--- config.mk ---
export PLATFORM = sky130hd
export DESIGN_NAME = pwr_mode_ctrl
export DESIGN_NICKNAME = d
export VERILOG_FILES = /design/src/rtl/pwr_mode_pkg.sv /design/src/rtl/pm_cycle_timer.sv /design/src/rtl/pm_mode_select.sv /design/src/rtl/pm_wake_qual.sv /design/src/rtl/pm_domain_gate.sv /design/src/rtl/pwr_mode_ctrl.sv
export SDC_FILE = /design/constraint.sdc
export NUM_CORES = 1
export LEC_CHECK = 0
export CORE_AREA = 2 2 59 61
export CTS_BUF_LIST = sky130_fd_sc_hd__clkbuf_8
export DETAILED_ROUTE_END_ITERATION = 6
export DIE_AREA = 0 0 61 63
export PLACE_DENSITY = 0.88
export SYNTH_ARGS = -nofsm -noshare
export SYNTH_HDL_FRONTEND = slang
export SYNTH_SLANG_ARGS = --single-unit
export TNS_END_PERCENT = 5
--- constraint.sdc ---
create_clock -name clk -period 2.9 [get_ports clk]
set_input_delay 0.58 -clock clk [delete_from_list [all_inputs] [get_ports clk]]
set_output_delay 0.58 -clock clk [all_outputs]
set_load 0.005 [all_outputs]
--- src/rtl/pwr_mode_pkg.sv ---
package pwr_mode_pkg;

  localparam int NUM_WAKE = 5;
  localparam int WK_EXT   = 0;
  localparam int WK_SMI   = 1;
  localparam int WK_DEC   = 2;
  localparam int WK_MCHK  = 3;
  localparam int WK_SRST  = 4;

  typedef enum logic [2:0] {
    PS_FULL   = 3'd0,
    PS_DOZE   = 3'd1,
    PS_NAP    = 3'd2,
    PS_SLEEP  = 3'd3,
    PS_RELOCK = 3'd4,
    PS_RESUME = 3'd5
  } pstate_e;

  // Deepest requested state wins.
  function automatic pstate_e pick_mode(input logic d, input logic n, input logic s);
    pstate_e r;
    r = PS_DOZE;
    if (n) r = PS_NAP;
    if (s) r = PS_SLEEP;
    if (!(d || n || s)) r = PS_FULL;
    return r;
  endfunction

  // Wake sources accepted while resting in (or targeting) a state.
  function automatic logic [NUM_WAKE-1:0] wake_mask(input pstate_e st);
    logic [NUM_WAKE-1:0] m;
    case (st)
      PS_DOZE, PS_NAP:     m = '1;
      PS_SLEEP, PS_RELOCK: begin
        m = '1;
        m[WK_DEC] = 1'b0;
      end
      default:             m = '0;
    endcase
    return m;
  endfunction

endpackage

--- src/rtl/pm_cycle_timer.sv ---
module pm_cycle_timer #(
  parameter int W = 16
) (
  input  logic         clk,
  input  logic         rst_n,
  input  logic         load,
  input  logic [W-1:0] len,
  input  logic         run,
  output logic         done
);
  logic [W-1:0] cnt_q;

  always_ff @(posedge clk or negedge rst_n) begin
    if (!rst_n)                       cnt_q <= '0;
    else if (load)                    cnt_q <= len;
    else if (run && (cnt_q != '0))    cnt_q <= cnt_q - 1'b1;
  end

  assign done = (cnt_q == '0);

  // a running count steps down by exactly one per cycle
  a_r9_count_steps_by_one: assert property (@(posedge clk) disable iff (!rst_n)
    (run && !load && (cnt_q != '0)) |=> (cnt_q == W'($past(cnt_q) - 1'b1)));

endmodule

--- src/rtl/pm_mode_select.sv ---
module pm_mode_select
  import pwr_mode_pkg::*;
(
  input  pstate_e              st,
  input  logic                 pm_en,
  input  logic                 req_doze,
  input  logic                 req_nap,
  input  logic                 req_sleep,
  input  logic                 lp_go,
  input  logic [NUM_WAKE-1:0]  wake,
  output pstate_e              tgt,
  output logic                 collide,
  output logic                 enter_ok
);
  logic any_req;

  assign any_req  = req_doze | req_nap | req_sleep;
  assign tgt      = pick_mode(req_doze, req_nap, req_sleep);
  assign collide  = |(wake & wake_mask(tgt));
  assign enter_ok = (st == PS_FULL) && lp_go && pm_en && any_req && !collide;

  // a granted entry never selects a shallower state than requested
  always_comb begin
    if (enter_ok && req_sleep) a_r4_sleep_first: assert (tgt == PS_SLEEP);
  end
endmodule

--- src/rtl/pm_wake_qual.sv ---
module pm_wake_qual
  import pwr_mode_pkg::*;
(
  input  logic                clk,
  input  logic                rst_n,
  input  pstate_e             st,
  input  logic [NUM_WAKE-1:0] wake,
  output logic                wake_hit,
  output logic                pend
);
  logic in_sl;

  assign in_sl    = (st == PS_SLEEP) || (st == PS_RELOCK);
  assign wake_hit = |(wake & wake_mask(st));

  always_ff @(posedge clk or negedge rst_n) begin
    if (!rst_n)     pend <= 1'b0;
    else if (in_sl) pend <= pend | wake_hit;
    else            pend <= 1'b0;
  end

  // nothing stays pending once the sleep path is left
  a_r12_pend_dropped_outside_sleep: assert property (@(posedge clk) disable iff (!rst_n)
    !in_sl |=> !pend);

  // a lone decrementer event is never latched in sleep
  a_r9_dec_not_latched: assert property (@(posedge clk) disable iff (!rst_n)
    (in_sl && !pend && (wake == (NUM_WAKE'(1) << WK_DEC))) |=> !pend);
endmodule

--- src/rtl/pm_domain_gate.sv ---
module pm_domain_gate
  import pwr_mode_pkg::*;
#(
  parameter int N_UNITS = 4
) (
  input  logic               clk,
  input  logic               rst_n,
  input  pstate_e            st,
  input  logic               dyn_en,
  input  logic [N_UNITS-1:0] busy,
  output logic [N_UNITS-1:0] unit_en,
  output logic               snoop_en,
  output logic               tb_en,
  output logic               pll_keep
);
  logic full_q;
  assign full_q = (st == PS_FULL);

  for (genvar i = 0; i < N_UNITS; i++) begin : g_unit
    assign unit_en[i] = full_q & (~dyn_en | busy[i]);
  end

  assign snoop_en = (st == PS_FULL) || (st == PS_DOZE) || (st == PS_RESUME);
  assign tb_en    = snoop_en || (st == PS_NAP);
  assign pll_keep = (st != PS_SLEEP) && (st != PS_RELOCK);

  // a busy unit keeps its clock in full state
  a_r2_busy_never_gated: assert property (@(posedge clk) disable iff (!rst_n)
    full_q |-> ((busy & ~unit_en) == '0));
endmodule

--- src/rtl/pwr_mode_ctrl.sv ---
module pwr_mode_ctrl
  import pwr_mode_pkg::*;
#(
  parameter int N_UNITS  = 4,
  parameter int CNT_W    = 16,
  parameter int WAKE_LAT = 3
) (
  input  logic                 clk,
  input  logic                 rst_n,
  input  logic                 pm_en_i,
  input  logic                 req_doze_i,
  input  logic                 req_nap_i,
  input  logic                 req_sleep_i,
  input  logic                 dyn_en_i,
  input  logic                 lp_go_i,
  input  logic [4:0]           wake_i,
  input  logic                 clk_valid_i,
  input  logic [CNT_W-1:0]     relock_len_i,
  input  logic [N_UNITS-1:0]   unit_busy_i,
  output logic [N_UNITS-1:0]   unit_clk_en_o,
  output logic                 snoop_clk_en_o,
  output logic                 tb_clk_en_o,
  output logic                 pll_keep_o,
  output logic [2:0]           pwr_state_o
);
  localparam int RES_W = (WAKE_LAT < 2) ? 1 : $clog2(WAKE_LAT + 1);

  pstate_e st_q, st_d, tgt;
  logic    enter_ok, collide, wake_hit, wake_pend;
  logic    cv_q, cv_rise;
  logic    relock_load, relock_done, res_load, res_done;

  pm_mode_select u_sel (
    .st(st_q), .pm_en(pm_en_i), .req_doze(req_doze_i), .req_nap(req_nap_i),
    .req_sleep(req_sleep_i), .lp_go(lp_go_i), .wake(wake_i),
    .tgt(tgt), .collide(collide), .enter_ok(enter_ok)
  );

  pm_wake_qual u_wq (
    .clk(clk), .rst_n(rst_n), .st(st_q), .wake(wake_i),
    .wake_hit(wake_hit), .pend(wake_pend)
  );

  always_ff @(posedge clk or negedge rst_n) begin
    if (!rst_n) cv_q <= 1'b0;
    else        cv_q <= clk_valid_i;
  end
  assign cv_rise = clk_valid_i & ~cv_q;

  always_comb begin
    st_d = st_q;
    case (st_q)
      PS_FULL:          if (enter_ok) st_d = tgt;
      PS_DOZE, PS_NAP:  if (wake_hit) st_d = PS_RESUME;
      PS_SLEEP:         if (cv_rise)  st_d = PS_RELOCK;
      PS_RELOCK: begin
        if (!clk_valid_i)                          st_d = PS_SLEEP;
        else if (relock_done && (wake_pend || wake_hit)) st_d = PS_RESUME;
      end
      PS_RESUME:        if (res_done) st_d = PS_FULL;
      default:          st_d = PS_FULL;
    endcase
  end

  always_ff @(posedge clk or negedge rst_n) begin
    if (!rst_n) st_q <= PS_FULL;
    else        st_q <= st_d;
  end

  assign relock_load = (st_d == PS_RELOCK) && (st_q != PS_RELOCK);
  assign res_load    = (st_d == PS_RESUME) && (st_q != PS_RESUME);

  pm_cycle_timer #(.W(CNT_W)) u_relock (
    .clk(clk), .rst_n(rst_n), .load(relock_load), .len(relock_len_i),
    .run(st_q == PS_RELOCK), .done(relock_done)
  );

  pm_cycle_timer #(.W(RES_W)) u_resume (
    .clk(clk), .rst_n(rst_n), .load(res_load), .len(RES_W'(WAKE_LAT - 1)),
    .run(st_q == PS_RESUME), .done(res_done)
  );

  pm_domain_gate #(.N_UNITS(N_UNITS)) u_gate (
    .clk(clk), .rst_n(rst_n), .st(st_q), .dyn_en(dyn_en_i), .busy(unit_busy_i),
    .unit_en(unit_clk_en_o), .snoop_en(snoop_clk_en_o), .tb_en(tb_clk_en_o),
    .pll_keep(pll_keep_o)
  );

  assign pwr_state_o = st_q;

  // doze and nap leave only through resume
  a_r8_light_exit_via_resume: assert property (@(posedge clk) disable iff (!rst_n)
    ((st_q == PS_DOZE) || (st_q == PS_NAP)) |=> ((st_q == $past(st_q)) || (st_q == PS_RESUME)));

  // sleep moves only to relock
  a_r9_sleep_to_relock_only: assert property (@(posedge clk) disable iff (!rst_n)
    (st_q == PS_SLEEP) |=> ((st_q == PS_SLEEP) || (st_q == PS_RELOCK)));

  // no resume before the relock count is spent
  a_r9_no_early_resume: assert property (@(posedge clk) disable iff (!rst_n)
    ((st_q == PS_RELOCK) && !relock_done) |=> (st_q != PS_RESUME));

  // the PLL hint is low throughout sleep
  a_r7_sleep_pll_off: assert property (@(posedge clk) disable iff (!rst_n)
    (st_q == PS_SLEEP) |-> !pll_keep_o);

  // resume ends in full once its count is spent
  a_r10_resume_to_full: assert property (@(posedge clk) disable iff (!rst_n)
    ((st_q == PS_RESUME) && res_done) |=> (st_q == PS_FULL));

  // an entry colliding with an accepted wake stays in full
  a_r11_collision_blocks_entry: assert property (@(posedge clk) disable iff (!rst_n)
    ((st_q == PS_FULL) && lp_go_i && collide) |=> (st_q == PS_FULL));

  // full state never carries a pending sleep wake
  a_r12_no_pend_in_full: assert property (@(posedge clk) disable iff (!rst_n)
    (st_q == PS_FULL) |-> !wake_pend);
endmodule

==> impl_metrics.ini <==
[run_status]
status = finished, final reports clean

[logic_synthesis]
synth_ff_type = dfrtp_1
yosysMostFrequentCell = dfrtp_1
synth_edf_count = 0
synth.ff_latch_count = 23
synth-compound-area-share_pct = 25.1
yosysSeqAreaShare_pct = 37.9
synth_top_family_by_area = compound AO/OA/AOI/OAI gates
syn_area_mm2 = 0.00152
synth_cells = 180
synth.net_count = 217
synthArstFlopShare_pct = 100
synth-simple-area-share_pct = 23.1
yosys_warnings = 0
synth_xor_area_share_pct = 4.04
synth.area.mux_share_pct = 1.40
synth_cell_types = 44
synth_fa_ha_area_share_pct = 2.47
ys_top_cells_by_area = dfrtp_1, nand2_1, nor2_1, o21ai_0, o211ai_1
synth.top_cell.area_share_pct = 37.9
synth.avg_cell_area_um2 = 8.44
yosysTopAreaCell = dfrtp_1
synth_common_cells = dfrtp_1, nand2_1, nor2_1

[sta]
finalHoldViolCount = 0
tightest_slew_ns = 0.489
fin_skew_ns = 0.00341
slew_violations = 0
fmax_ghz = 0.387
fin_tns_setup_ns = 0
finalCritPeriodShare_pct = 89.1
finalSetupViolCount = 0
min_period_ns = 2.58
slew_headroom_pct = 67.3
rsz0062_at_grt = false
setup_slack_ns = 0.316
hold_slack_ns = 0.495

[global_route]
grt_max_degree = 24
grt-ovfl-total = 0
antenna_found_initial = 0
grt_pass1_vias = 1479
grt_usage_pct = 20.7
grt_pass1_wl_mm = 6.14

[route]
vias = 1488
wirelength_mm = 3.52
ant_nets = 0
drt_pre_antenna_iters = 4
drt-initial-drc-count = 40
drcViolationCount = 0
viasPerCell = 5.55
wire_per_inst_um = 13.1

[cts]
cts_buffers = 3
postCtsResizedCells = 0
cts_tree = built
htree_num_levels = 1
clk_latency_ns = 0.26
cts-root-buf = clkbuf_8
cts_setup_buffers = 0
clk_pin_slew_ns = 0.08
cts_buffer_depth = 2
hold_buffers = 0
clock-sinks = 23

[finish]
layout-area-overhead-vs-synth_pct = 34.4
drive_gt1_share_pct = 5.86
nets = 260
stdcell_area_mm2 = 0.00204
post-route-util_pct = 63.2
final-instance-count-excl-fill = 268
antenna_cells = 0

[setup_path]
worstReg2RegEnd = u_relock.cnt_q[3]$_DFFE_PN0P_
r2r_start = u_relock.cnt_q[0]$_DFFE_PN0P_
worst-r2r-setup-slack_ns = 0.58
reg2reg_depth = 7
cp_data_required_time_ns = 2.32
crit_start = pwr_state_o[1]$_DFF_PN0_
critPathLaunchType = flop
cp_data_arrival_time_ns = 2.00
worstSetupPathType = flop to output pin
path_max_fanout = 16
endpoint_kind = output pin
endpoint = unit_clk_en_o[3]

[worst_hold_path]
hp-class = flop to flop

[placed_design]
dp.final_hpwl_mm = 2.70
place.gp.congestion = 0.861
placedCellCount = 264
io_buffers = 43
place_area_mm2 = 0.00200
dp_slack_ns = 0.279

[die]
start_util_pct = 47.0
io_pins = 44
die_x_um = 61
coreArea_mm2 = 0.00323
die_h_um = 63
die_area_mm2 = 0.00384
num_rows = 21

[power_and_ir_drop]
ir_drop_v = 0.000375
pwr_density_cell_mw_per_mm2 = 822
power_mw = 1.68
leakagePower_nw = 0.790

[job]
drv_cap = 0
==> logic make-up after synthesis <==
| group | count (synthesis) |
|---|---|
| multiplexers | 2 |
| flip-flops | 23 |
| AND/OR/NAND/NOR | 70 |
| XOR/XNOR | 7 |
| buffers and inverters | 22 |
| adder cells (fa/ha/maj) | 3 |
| AO/OA/AOI/OAI | 53 |
==> cell usage in the layout (no fill, tap or decap), types with 2 or more instances in the layout <==
cell             synthesis  final
o211ai_1                 7      7
nand3_1                  3      3
or3_1                    4      4
ha_1                     3      3
a21oi_1                 10     10
xnor2_1                  2      2
o21ai_0                 12     12
a311oi_1                 2      2
o21ai_1                  2      2
buf_4                    0      4
nor2b_1                  2      2
inv_1                   13     13
xor2_1                   5      5
clkdlybuf4s50_1          0     43
o41ai_1                  3      3
o311ai_0                 2      2
o22a_1                   2      2
nor3b_1                  2      2
nand2_1                 20     20
or3b_1                   2      2
nor2_1                  18     18
dfrtp_1                 23     23
clkbuf_8                 0      3
nand2b_1                 3      3
a221o_1                  3      3
nor3_1                   8      8
nor4_1                   2      2
==> critical path, cell delays in order (launching register included) <==
cell             delay (ns)
dfrtp_1                0.54
or3_1                  0.50
a21oi_1                0.17
clkdlybuf4s50_1        0.53
==> flip-flops by register name, indices dropped and copies added, names as in the netlist <==
signal / flops
u_relock.cnt_q: 16
pwr_state_o: 3
u_wq.pend: 1
u_resume.cnt_q: 2
cv_q: 1
==> power breakdown <==
group | internal [mW] | switching, mW | total [mW]
clock network | 0.0959 | 0.102 | 0.198
registers | 0.466 | 0.183 | 0.649
logic | 0.457 | 0.375 | 0.831
==> worst min-delay path by stage <==
stage                   startpoint                  end  slack [ns]  depth (start not counted)
6_report       u_wq.pend$_DFF_PN0_  u_wq.pend$_DFF_PN0_        0.49                          2
5_1_grt        u_wq.pend$_DFF_PN0_  u_wq.pend$_DFF_PN0_        0.57                          2
4_1_cts        u_wq.pend$_DFF_PN0_  u_wq.pend$_DFF_PN0_        0.49                          2
3_5_place_dp   u_wq.pend$_DFF_PN0_  u_wq.pend$_DFF_PN0_        0.47                          2
3_3_place_gp   u_wq.pend$_DFF_PN0_  u_wq.pend$_DFF_PN0_        0.47                          2
2_1_floorplan                rst_n       cv_q$_DFF_PN0_        0.28                          0
==> area by class of cell <==
type	instances	area, um^2
clock inverters	1	5.00
well taps	46	57.6
repair buffers	47	460
fillers	287	1190
inverters	13	48.8
clock buffers	3	41.3
multi-input cells	135	853
flip-flops and latches	23	576
==> per-layer routing <==
layer / vias up / track usage [%] / part of all wire [%]
met5: - / 0 / 0
met4: 0 / 8.15 / 1.6
met3: 7 / 2.69 / 6.9
met2: 63 / 34.0 / 47
met1: 680 / 26.8 / 44
li1: 738 / - / -
Power figures use the tool's default switching activity.
